### src/rtl/trap_pkg.sv
// Package: shared constants and helpers for the trap entry/return sequencer.
// Assumes a 12-bit processor state and a 9-bit trap type.
package trap_pkg;

    localparam int PS_W   = 12;
    localparam int TT_W   = 9;
    localparam int TSW_W  = 40;

    // Processor-state bit positions
    localparam int PS_AG   = 0;
    localparam int PS_PRIV = 2;
    localparam int PS_PEF  = 4;
    localparam int PS_RED  = 5;

    localparam logic [PS_W-1:0] PS_KEEP_MASK = 12'hF3F;
    localparam logic [PS_W-1:0] PS_RESET_VAL = 12'h024;
    localparam logic [PS_W-1:0] PS_ON_ENTRY  = 12'h015;

    // Trap classes that move the window pointer
    localparam logic [TT_W-1:0] TT_CLEAN_WIN = 9'h024;
    localparam logic [2:0]      GRP_SPILL    = 3'b010;
    localparam logic [2:0]      GRP_FILL     = 3'b011;

    typedef enum logic [1:0] {
        WIN_HOLD  = 2'd0,
        WIN_DEC   = 2'd1,
        WIN_SPILL = 2'd2,
        WIN_INC   = 2'd3
    } win_op_e;

    // Decode the window action a trap type demands
    function automatic win_op_e win_op_of(input logic [TT_W-1:0] tt);
        if (tt == TT_CLEAN_WIN)        return WIN_DEC;
        else if (tt[8:6] == GRP_SPILL) return WIN_SPILL;
        else if (tt[8:6] == GRP_FILL)  return WIN_INC;
        else                           return WIN_HOLD;
    endfunction

endpackage

### src/rtl/trap_win_adj.sv
// Module: window pointer adjustment for trap entry.
// Does: picks the post-entry window pointer from the trap class.
// Assumes: NWIN is a power of two, so modulo arithmetic is plain
// truncation to CWP_W bits.
module trap_win_adj
    import trap_pkg::*;
#(
    parameter int NWIN  = 8,
    localparam int CWP_W = $clog2(NWIN)
) (
    input  logic [CWP_W-1:0] cwp_cur,
    input  logic [CWP_W-1:0] cansave,
    input  logic [TT_W-1:0]  tt,
    output logic [CWP_W-1:0] cwp_next
);

    localparam logic [CWP_W-1:0] ONE = CWP_W'(1);
    localparam logic [CWP_W-1:0] TWO = CWP_W'(2);

    win_op_e op;

    // Select the window action for this trap type
    always_comb begin
        op = win_op_of(tt);
        unique case (op)
            WIN_DEC:   cwp_next = cwp_cur - ONE;
            WIN_SPILL: cwp_next = cwp_cur - cansave - TWO;
            WIN_INC:   cwp_next = cwp_cur + ONE;
            default:   cwp_next = cwp_cur;
        endcase
    end

endmodule

### src/rtl/trap_vec_gen.sv
// Module: trap vector former.
// Does: overlays {level>1, trap type, 5'b0} on the low 15 bits of the
// trap base register. Assumes ADDR_W > 15.
module trap_vec_gen
    import trap_pkg::*;
#(
    parameter int ADDR_W = 64,
    parameter int TL_W   = 3
) (
    input  logic [ADDR_W-1:0] tbr_cur,
    input  logic [TL_W-1:0]   tl_cur,
    input  logic [TT_W-1:0]   tt,
    output logic [ADDR_W-1:0] vec
);

    localparam logic [TL_W-1:0] TL_ONE = TL_W'(1);

    logic nested;

    // Build the vector from base, nesting flag and trap type
    always_comb begin
        nested = (tl_cur > TL_ONE);
        vec    = {tbr_cur[ADDR_W-1:15], nested, tt, 5'b00000};
    end

endmodule

### src/rtl/trap_state_stack.sv
// Module: per-level trap record storage.
// Does: one record per trap level (state word, PC, next-PC, trap type);
// a single write port and a combinational read port.
// Assumes: reads with an index at or above DEPTH return zero.
module trap_state_stack
    import trap_pkg::*;
#(
    parameter int DEPTH  = 5,
    parameter int ADDR_W = 64,
    parameter int IDX_W  = 3
) (
    input  logic              clk,
    input  logic              rst_n,
    input  logic              we,
    input  logic [IDX_W-1:0]  widx,
    input  logic [TSW_W-1:0]  wword,
    input  logic [ADDR_W-1:0] wpc,
    input  logic [ADDR_W-1:0] wnpc,
    input  logic [TT_W-1:0]   wtt,
    input  logic [IDX_W-1:0]  ridx,
    output logic [TSW_W-1:0]  rword,
    output logic [ADDR_W-1:0] rpc,
    output logic [ADDR_W-1:0] rnpc,
    output logic [TT_W-1:0]   rtt
);

    logic [DEPTH-1:0][TSW_W-1:0]  word_all;
    logic [DEPTH-1:0][ADDR_W-1:0] pc_all;
    logic [DEPTH-1:0][ADDR_W-1:0] npc_all;
    logic [DEPTH-1:0][TT_W-1:0]   tt_all;

    for (genvar g = 0; g < DEPTH; g++) begin : g_slot
        logic [TSW_W-1:0]  word_q;
        logic [ADDR_W-1:0] pc_q;
        logic [ADDR_W-1:0] npc_q;
        logic [TT_W-1:0]   tt_q;

        // Capture the record when this slot is addressed for write
        always_ff @(posedge clk) begin
            if (!rst_n) begin
                word_q <= '0;
                pc_q   <= '0;
                npc_q  <= '0;
                tt_q   <= '0;
            end else if (we && (widx == IDX_W'(g))) begin
                word_q <= wword;
                pc_q   <= wpc;
                npc_q  <= wnpc;
                tt_q   <= wtt;
            end
        end

        assign word_all[g] = word_q;
        assign pc_all[g]   = pc_q;
        assign npc_all[g]  = npc_q;
        assign tt_all[g]   = tt_q;
    end

    // Select the record named by the read index
    always_comb begin
        rword = '0;
        rpc   = '0;
        rnpc  = '0;
        rtt   = '0;
        for (int i = 0; i < DEPTH; i++) begin
            if (ridx == IDX_W'(i)) begin
                rword = word_all[i];
                rpc   = pc_all[i];
                rnpc  = npc_all[i];
                rtt   = tt_all[i];
            end
        end
    end

    // a record is only written to a slot that exists
    p_slot_in_range_r2: assert property (@(posedge clk) disable iff (!rst_n)
        we |-> (widx < IDX_W'(DEPTH)));

endmodule

### src/rtl/trap_entry_unit.sv
// Module: trap entry and return sequencer (top).
// Does: owns PC, next-PC, trap base, processor state, window pointer,
// trap level, condition codes and address-space identifier. On a trap it
// saves them into the current level's record and vectors. On a return it
// restores them from the level below.
// Assumes: NWIN is a power of two with NWIN <= 256, MAXTL >= 2, ADDR_W > 15.
// Priority per cycle is trap, then return, then state write.
module trap_entry_unit
    import trap_pkg::*;
#(
    parameter int ADDR_W = 64,
    parameter int NWIN   = 8,
    parameter int MAXTL  = 5,
    localparam int CWP_W = $clog2(NWIN),
    localparam int TL_W  = $clog2(MAXTL + 1)
) (
    input  logic              clk,
    input  logic              rst_n,
    input  logic              trap_req,
    input  logic [8:0]        trap_type,
    input  logic [CWP_W-1:0]  cansave,
    input  logic              ret_req,
    input  logic              ret_done,
    input  logic              wr_en,
    input  logic [7:0]        wr_ccr,
    input  logic [7:0]        wr_asi,
    input  logic [11:0]       wr_pstate,
    input  logic [CWP_W-1:0]  wr_cwp,
    input  logic [TL_W-1:0]   wr_tl,
    input  logic [ADDR_W-1:0] wr_tba,
    input  logic [ADDR_W-1:0] wr_pc,
    input  logic [ADDR_W-1:0] wr_npc,
    output logic [ADDR_W-1:0] pc,
    output logic [ADDR_W-1:0] npc,
    output logic [ADDR_W-1:0] tbr,
    output logic [11:0]       pstate,
    output logic [CWP_W-1:0]  cwp,
    output logic [TL_W-1:0]   tl,
    output logic [7:0]        ccr,
    output logic [7:0]        asi,
    output logic [8:0]        cur_tt,
    output logic              err_state
);

    localparam logic [TL_W-1:0]   TL_TOP    = TL_W'(MAXTL);
    localparam logic [TL_W-1:0]   TL_RED_AT = TL_W'(MAXTL - 1);
    localparam logic [TL_W-1:0]   TL_ONE    = TL_W'(1);
    localparam logic [ADDR_W-1:0] STEP4     = ADDR_W'(4);

    logic [ADDR_W-1:0] pc_q, npc_q, tbr_q;
    logic [PS_W-1:0]   ps_q;
    logic [CWP_W-1:0]  cwp_q;
    logic [TL_W-1:0]   tl_q;
    logic [7:0]        ccr_q, asi_q;
    logic              err_q;

    logic              take_trap, trap_fatal, take_ret, take_wr;
    logic [ADDR_W-1:0] vec;
    logic [CWP_W-1:0]  cwp_trap;
    logic [TSW_W-1:0]  save_word;
    logic [PS_W-1:0]   ps_entry;
    logic [TL_W-1:0]   rd_idx;
    logic [TSW_W-1:0]  rd_word;
    logic [ADDR_W-1:0] rd_pc, rd_npc;
    logic [TT_W-1:0]   rd_tt;

    // Decode which single event this cycle carries
    always_comb begin
        take_trap  = trap_req && !err_q && (tl_q != TL_TOP);
        trap_fatal = trap_req && !err_q && (tl_q == TL_TOP);
        take_ret   = !trap_req && ret_req && !err_q && (tl_q != '0);
        take_wr    = !trap_req && !ret_req && wr_en && !err_q;
    end

    // Pack the live state into the saved trap-state word
    always_comb begin
        save_word = {ccr_q, asi_q, 4'b0000, ps_q & PS_KEEP_MASK, 8'(cwp_q)};
        ps_entry  = PS_ON_ENTRY;
        if (tl_q >= TL_RED_AT) ps_entry[PS_RED] = 1'b1;
        rd_idx    = tl_q - TL_ONE;
    end

    trap_vec_gen #(
        .ADDR_W (ADDR_W),
        .TL_W   (TL_W)
    ) vec_i (
        .tbr_cur (tbr_q),
        .tl_cur  (tl_q),
        .tt      (trap_type),
        .vec     (vec)
    );

    trap_win_adj #(
        .NWIN (NWIN)
    ) win_i (
        .cwp_cur  (cwp_q),
        .cansave  (cansave),
        .tt       (trap_type),
        .cwp_next (cwp_trap)
    );

    trap_state_stack #(
        .DEPTH  (MAXTL),
        .ADDR_W (ADDR_W),
        .IDX_W  (TL_W)
    ) stack_i (
        .clk   (clk),
        .rst_n (rst_n),
        .we    (take_trap),
        .widx  (tl_q),
        .wword (save_word),
        .wpc   (pc_q),
        .wnpc  (npc_q),
        .wtt   (trap_type),
        .ridx  (rd_idx),
        .rword (rd_word),
        .rpc   (rd_pc),
        .rnpc  (rd_npc),
        .rtt   (rd_tt)
    );

    // Architectural state update for trap, return and write
    always_ff @(posedge clk) begin
        if (!rst_n) begin
            pc_q  <= '0;
            npc_q <= '0;
            tbr_q <= '0;
            ps_q  <= PS_RESET_VAL;
            cwp_q <= '0;
            tl_q  <= '0;
            ccr_q <= '0;
            asi_q <= '0;
            err_q <= 1'b0;
        end else if (take_trap) begin
            tbr_q <= vec;
            pc_q  <= vec;
            npc_q <= vec + STEP4;
            ps_q  <= ps_entry;
            cwp_q <= cwp_trap;
            tl_q  <= tl_q + TL_ONE;
        end else if (trap_fatal) begin
            err_q <= 1'b1;
        end else if (take_ret) begin
            tl_q  <= rd_idx;
            ccr_q <= rd_word[39:32];
            asi_q <= rd_word[31:24];
            ps_q  <= rd_word[19:8] & PS_KEEP_MASK;
            cwp_q <= rd_word[CWP_W-1:0];
            if (ret_done) begin
                pc_q  <= rd_npc;
                npc_q <= rd_npc + STEP4;
            end else begin
                pc_q  <= rd_pc;
                npc_q <= rd_npc;
            end
        end else if (take_wr) begin
            pc_q  <= wr_pc;
            npc_q <= wr_npc;
            tbr_q <= {wr_tba[ADDR_W-1:15], 15'b0};
            ps_q  <= wr_pstate & PS_KEEP_MASK;
            cwp_q <= wr_cwp;
            tl_q  <= (wr_tl > TL_TOP) ? TL_TOP : wr_tl;
            ccr_q <= wr_ccr;
            asi_q <= wr_asi;
        end
    end

    // Drive the outputs from the owned registers
    always_comb begin
        pc        = pc_q;
        npc       = npc_q;
        tbr       = tbr_q;
        pstate    = ps_q;
        cwp       = cwp_q;
        tl        = tl_q;
        ccr       = ccr_q;
        asi       = asi_q;
        err_state = err_q;
        cur_tt    = (tl_q == '0) ? '0 : rd_tt;
    end

    // the level stays within the stack
    p_tl_bound_r6: assert property (@(posedge clk) disable iff (!rst_n)
        tl_q <= TL_TOP);

    // an accepted trap raises the level by one
    p_tl_step_r6: assert property (@(posedge clk) disable iff (!rst_n)
        take_trap |=> (tl_q == $past(tl_q) + TL_ONE));

    // entry leaves the core privileged with FP and alternate globals on
    p_entry_priv_r3: assert property (@(posedge clk) disable iff (!rst_n)
        take_trap |=> (ps_q[PS_PRIV] && ps_q[PS_PEF] && ps_q[PS_AG]));

    // next-PC follows the vector by one instruction
    p_npc_after_vec_r5: assert property (@(posedge clk) disable iff (!rst_n)
        take_trap |=> (npc_q == pc_q + STEP4) && (pc_q == tbr_q));

    // the error state holds and freezes the level
    p_err_sticky_r7: assert property (@(posedge clk) disable iff (!rst_n)
        err_q |=> (err_q && $stable(tl_q)));

    // an accepted return lowers the level by one
    p_ret_step_r9: assert property (@(posedge clk) disable iff (!rst_n)
        take_ret |=> (tl_q == $past(tl_q) - TL_ONE));

endmodule

### config.mk
export PLATFORM = sky130hd
export DESIGN_NAME = trap_entry_unit
export DESIGN_NICKNAME = d
export VERILOG_FILES = /design/src/rtl/trap_pkg.sv /design/src/rtl/trap_win_adj.sv /design/src/rtl/trap_vec_gen.sv /design/src/rtl/trap_state_stack.sv /design/src/rtl/trap_entry_unit.sv
export SDC_FILE = /design/constraint.sdc
export NUM_CORES = 2
export LEC_CHECK = 0
export BUFFER_PORTS_ARGS = -buffer_cell sky130_fd_sc_hd__buf_2
export CAP_MARGIN = 5
export CORE_UTILIZATION = 35
export DETAILED_ROUTE_END_ITERATION = 6
export SYNTH_ARGS = -nofsm -noshare
export SYNTH_HDL_FRONTEND = slang
export SYNTH_SLANG_ARGS = --single-unit
### constraint.sdc
create_clock -name clk -period 11.6 [get_ports clk]
set_input_delay 1.74 -clock clk [delete_from_list [all_inputs] [get_ports clk]]
set_output_delay 1.74 -clock clk [all_outputs]
set_load 0.005 [all_outputs]
; Word level (Yosys, flattened, before mapping)
; Cells that the tools add are included.
[totals]
out_inout_bits = 236
mem_bits_rw = 0
latchBits = 0
reg_bits = 1052
n_memories = 0
mem_bits_ro = 0
word_cells = 154
[classes]
n_lt_le_gt_ge = 3
shift = 0
div_mod_pow = 0
eq_ne = 19
n_mux = 57
n_addsub = 8
mul = 0
reduce_logical = 31
n_bitwise = 4
[op_table]
columns = op, n
row1 = $mux 64, 20
row2 = $mux 40, 5
row3 = $add 64x3->64 const B, 2
row4 = $mux 15, 4
row5 = $mux 9, 6
row6 = $mux 8, 4
row7 = $mux 3, 9
row8 = $mux 12, 2
row9 = $eq 3x2->1 const B, 6
row10 = $logic_and 1x1->1, 14
row11 = $mux 6, 2
row12 = $eq 3x3->1 const B, 3
row13 = $eq 9x6->1 const B, 1
row14 = $pmux 3 s3, 1
row15 = $reduce_and 3->1, 3
row16 = $add 3x1->3 const B, 2
row17 = $eq 3x1->1 const B, 2
row18 = $logic_not 3->1, 2
row19 = $mux 2, 3
row20 = $reduce_and 2->1, 3
row21 = $reduce_bool 3->1, 2
row22 = $sub 3x1->3 const B, 2
row23 = $eq 2x2->1 const B, 2
row24 = $ne 2x1->1 const B, 2
row25 = other kinds (14), 20

; Depth between registers and ports, before layout
[depth]
depth_word = 12
mapped_depth = 19
mapped_depth_nobuf = 16

; By module
; From an unflattened synthesis, not the netlist that was laid out.
[unflattened]
cells_unflattened = 6808
hier_area_um2 = 53502.6
[modules_own_cells]
columns = mod, area_per_inst_um2, seq_area_each_um2, cells_each, instances
row1 = trap_state_stack, 39137.5, 17717.0, 4875, 1
row2 = trap_entry_unit, 13580.5, 4504.3, 1830, 1
row3 = trap_vec_gen, 490.5, 0.0, 66, 1
row4 = trap_win_adj, 294.0, 0.0, 37, 1

; Worst setup path after synthesis
; Ideal clock, no wire load.
[synth_path]
path_type = reg2out
startpoint = reg tl_q[0], in the netlist tl[0]
endpoint = out cur_tt[0]
path_buffers = 7
path_stages_with_launch = 16
t_required_ns = 9.860
path_slack_ns = 6.689
t_arrival_ns = 3.171
cell_sequence = dfxtp_1 > inv_1 > ha_1 > xnor2_2 > buf_4 > buf_6 > buf_2 > and2_1 > clkbuf_1 > buf_2 > buf_1 > clkbuf_1 > a221oi_1 > nor3_1 > a221oi_1 > nor2_1
[synth_via]
elab_chain_len = 8
elab_cells_between_ends = 13
cone_classes = add/sub (1) / eq/ne (4) / mux (6) / reduce/logical (2)
[synth_lines]
columns = item, line_no
row1 = from (decl), trap_entry_unit.sv:53  ; logic [TL_W-1:0] tl_q;
row2 = from (signal assigned), trap_entry_unit.sv:140  ; tl_q <= tl_q + TL_ONE;
row3 = from (signal assigned), trap_entry_unit.sv:144  ; tl_q <= rd_idx;
row4 = from (signal assigned), trap_entry_unit.sv:162  ; tl_q <= (wr_tl > TL_TOP) ? TL_TOP : wr_tl;
row5 = $sub 3x1->3, trap_entry_unit.sv:80  ; rd_idx = tl_q - TL_ONE;
row6 = $logic_not 3->1, trap_state_stack.sv:66  ; if (ridx == IDX_W'(i)) begin
row7 = $mux 9 (5 in series), trap_state_stack.sv:66
row8 = $mux 9 (*), trap_entry_unit.sv:179  ; cur_tt = (tl_q == '0) ? '0 : rd_tt;
row9 = to (decl), trap_entry_unit.sv:41  ; output logic [8:0] cur_tt,
; Mark *: on every way between the ends. The rest lies on a longest branch, timed or not.

; Worst setup path in the final report
[layout_path]
startpoint = reg tl_q[1], in the netlist tl[1]
endpoint = out cur_tt[7]
; The elaborated chain is that of the path after synthesis.

==> results.ini <==
[outcome]
outcome = finished, violations left
violations = design-rule violations

[logic_synthesis]
synth_mux_area_frac = 0.00746
yosys.area_share.xor_xnor = 0.00862
syn_inst = 6196
synth_fa_ha_area_frac = 0.00377
async_flop_share = 0
ys_types = 81
synthFlopType = dfxtp_1
synth_compound_area_frac = 0.272
synth_top_family_by_area = compound AO/OA/AOI/OAI gates
syn_area_per_cell_sq_um = 7.82
syn_area_sq_um = 48500
synthSimpleGateAreaFrac = 0.226
synth_warnings = 0
seq_area_frac_synth = 0.434
synth.ff_latch_count = 1050
synth_edf_count = 0

[global_route]
grt_pass1_wl_mm = 291
overflow = 0
grt_max_degree = 254
grt_use_total = 0.275
grt_pass1_vias = 41935
antenna_found_initial = 17

[sta]
fin_tns_setup_ns = 0
tightest_slew_ns = 1.24
setup_viol = 0
finalMaxSlewViolations = 0
clock_skew_ns = 0.0421
finalCritPeriodShare = 0.569
max_slew_margin = 0.171
max_freq_mhz = 152
hold_violations = 0
rsz0062_at_grt = no
fin_crit_ns = 6.60

[clock_network]
cts_made_buffers = 116
hold_buffers = 0
cts_setup_buffers = 0
clk_pin_slew_ns = 0.06
cts_tree = done
post_cts_resized = 0
cts_sinks = 1050
htreeDepth = 3
root_buffer = clkbuf_16
cts_buffer_depth = 3
clkLatencyLatePin_ns = 0.78

[setup_path]
reg2regPathDepth = 17
regToRegSetupSlack_ns = 5.51
slowest_delay_ns = 0.63
path_cells = inv_1 -> ha_4 -> nor2b_2 -> buf_4 -> and2_4 -> buf_4 -> a221oi_1 -> nor3_1 -> a221oi_1 -> nor2_1 -> buf_2
crit_fanout = 42
cp.arrival_ns = 4.86
crit_end = cur_tt[7]
slowest_stage = ha_4
crit_type = flop to primary output
r2r-start = tl[0]$_SDFFE_PN0P_
worstPathRequired_ns = 9.86
crit_start = tl[1]$_SDFFE_PN0P_
reg2reg_to = npc[62]$_SDFFE_PN0P_
start_kind = flop
critPathCaptureType = primary output

[pwr]
p_total_mw = 9.24
power_density_nw_per_um2 = 166
power_leakage_nw = 19.2
peakVddDrop_v = 0.000116

[finish]
mostFrequentLayoutCells = nand2_1 (2,019), dfxtp_1 (1,050), a21boi_0 (920)
utilization = 0.405
layout_commonest_cell = nand2_1
layout.nets = 6538
fill_cells = 13989
area.growth.synth_to_final_pct = 14.8
drive_gt1_frac = 0.122

[die]
die_w_um = 374
die_area_sq_um = 140000
start_util = 0.352
coreArea_sq_um = 137000
fp-row-count = 136
die_h_um = 374
boundaryPins = 480

[place]
gp_congestion = 0.908
port_buffers = 455
hpwl_mm = 124

[route]
via_per_inst = 5.78
num_vias = 47212
post_drt_wl_per_cell_um = 24.7
antenna_left = 0
drc = 12
first_pass_iters = 7
drt_wl_total_mm = 202
drtIter0Drc = 6089

[run]
cap_violations = 0

[worst_hold_path]
hp-class = flop to flop

[kinds of logic after synthesis]
| kind of cell | after synthesis |
|---|---|
| AO/OA/AOI/OAI | 1800 |
| XOR/XNOR | 46 |
| adder cells (fa/ha/maj) | 14 |
| buffers and inverters | 595 |
| flip-flops | 1050 |
| multiplexers | 36 |
| other | 1 |
| AND/OR/NAND/NOR | 2654 |
[registers in the layout (all words and copies together) (netlist names)]
signal and flops:
stack_i.g_slot.npc_q 320, stack_i.g_slot.pc_q 320, stack_i.g_slot.word_q 145, npc 64, pc 64, tbr 59
stack_i.g_slot.tt_q 45, pstate 10, asi 8, ccr 8, cwp 3, tl 3
err_state 1
[critical path, delay by kind of cell (launching register included)]
family          cells  cell delay, ns
simple gates        4            1.40
fa+ha+maj           1            0.63
compound gates      2            0.24
flops               1            0.43
buf+inv             4            1.35
[layout make-up]
type | instances | area, sq um | share of cell area
Tap cell | 1794 | 2240 | 0.0404
Clock inverter | 35 | 489 | 0.00879
Timing Repair Buffer | 530 | 2940 | 0.0529
Inverter | 25 | 93.8 | 0.00169
Clock buffer | 178 | 3490 | 0.0627
Multi-Input combinational cell | 4557 | 25300 | 0.456
Antenna cell | 4 | 10.0 | 0.000180
Sequential cell | 1050 | 21000 | 0.378
[power by group]
group / switching (mW) / internal, mW
sequential: 0.162 / 3.72
combinational: 1.10 / 0.369
clock: 1.62 / 2.27
[how the worst min path moves through the flow]
| stage | start | end | slack (ns) | cells past startpoint |
|---|---|---|---|---|
| 6_report | stack_i.g_slot[3].npc_q[17]$_SDFFE_PN0P_ | stack_i.g_slot[3].npc_q[17]$_SDFFE_PN0P_ | 0.46 | 2 |
| 5_1_grt | stack_i.g_slot[2].npc_q[61]$_SDFFE_PN0P_ | stack_i.g_slot[2].npc_q[61]$_SDFFE_PN0P_ | 0.48 | 2 |
| 4_1_cts | stack_i.g_slot[4].npc_q[13]$_SDFFE_PN0P_ | stack_i.g_slot[4].npc_q[13]$_SDFFE_PN0P_ | 0.46 | 2 |
| 3_5_place_dp | stack_i.g_slot[4].npc_q[13]$_SDFFE_PN0P_ | stack_i.g_slot[4].npc_q[13]$_SDFFE_PN0P_ | 0.45 | 2 |
| 3_3_place_gp | stack_i.g_slot[3].npc_q[17]$_SDFFE_PN0P_ | stack_i.g_slot[3].npc_q[17]$_SDFFE_PN0P_ | 0.45 | 2 |
| 2_1_floorplan | stack_i.g_slot[2].npc_q[10]$_SDFFE_PN0P_ | stack_i.g_slot[2].npc_q[10]$_SDFFE_PN0P_ | 0.44 | 2 |
[layer usage]
layer  routed length (um)  track usage  vias up
li1                     -            -    21500
met1                86700        0.389    22949
met2                83200        0.390     2386
met3                23600       0.0746      367
met4                 8390        0.114       10
met5                   45            0        -
[cells in the mapped netlist (32+ instances only)]
library cell / n / share of area
buf_1: 34 / 0.0026
nor3_1: 149 / 0.015
a22o_1: 48 / 0.0087
nor2b_1: 48 / 0.0062
o21ai_0: 168 / 0.017
o211ai_1: 42 / 0.0065
xnor2_1: 32 / 0.0058
a221o_1: 43 / 0.0089
nand2_1: 2026 / 0.16
clkbuf_1: 482 / 0.037
o311a_1: 32 / 0.0066
nand3_1: 79 / 0.0082
a31oi_1: 69 / 0.0089
dfxtp_1: 1050 / 0.43
a211oi_1: 36 / 0.0056
a221oi_1: 151 / 0.027
mux2i_1: 35 / 0.0072
buf_2: 36 / 0.0037
nor2_1: 193 / 0.015
a21boi_0: 920 / 0.14
a21oi_1: 157 / 0.016
[per-stage QoR]
| stage | std cells | hold WS [ns] | worst slack, ns | instance area (sq um) |
|---|---|---|---|---|
| 2_1_floorplan | 6202 | 0.438 | 6.69 | 48500 |
| 3_3_place_gp | 7955 | 0.447 | 5.77 | 51600 |
| 3_5_place_dp | 7955 | 0.454 | 5.67 | 51600 |
| 4_1_cts | 8168 | 0.462 | 5.06 | 55600 |
| 5_1_grt | 8172 | 0.478 | 4.94 | 55600 |
| 6_report | 8173 | 0.462 | 5.00 | 55600 |
Note: power is estimated with default switching activity, not from simulation.
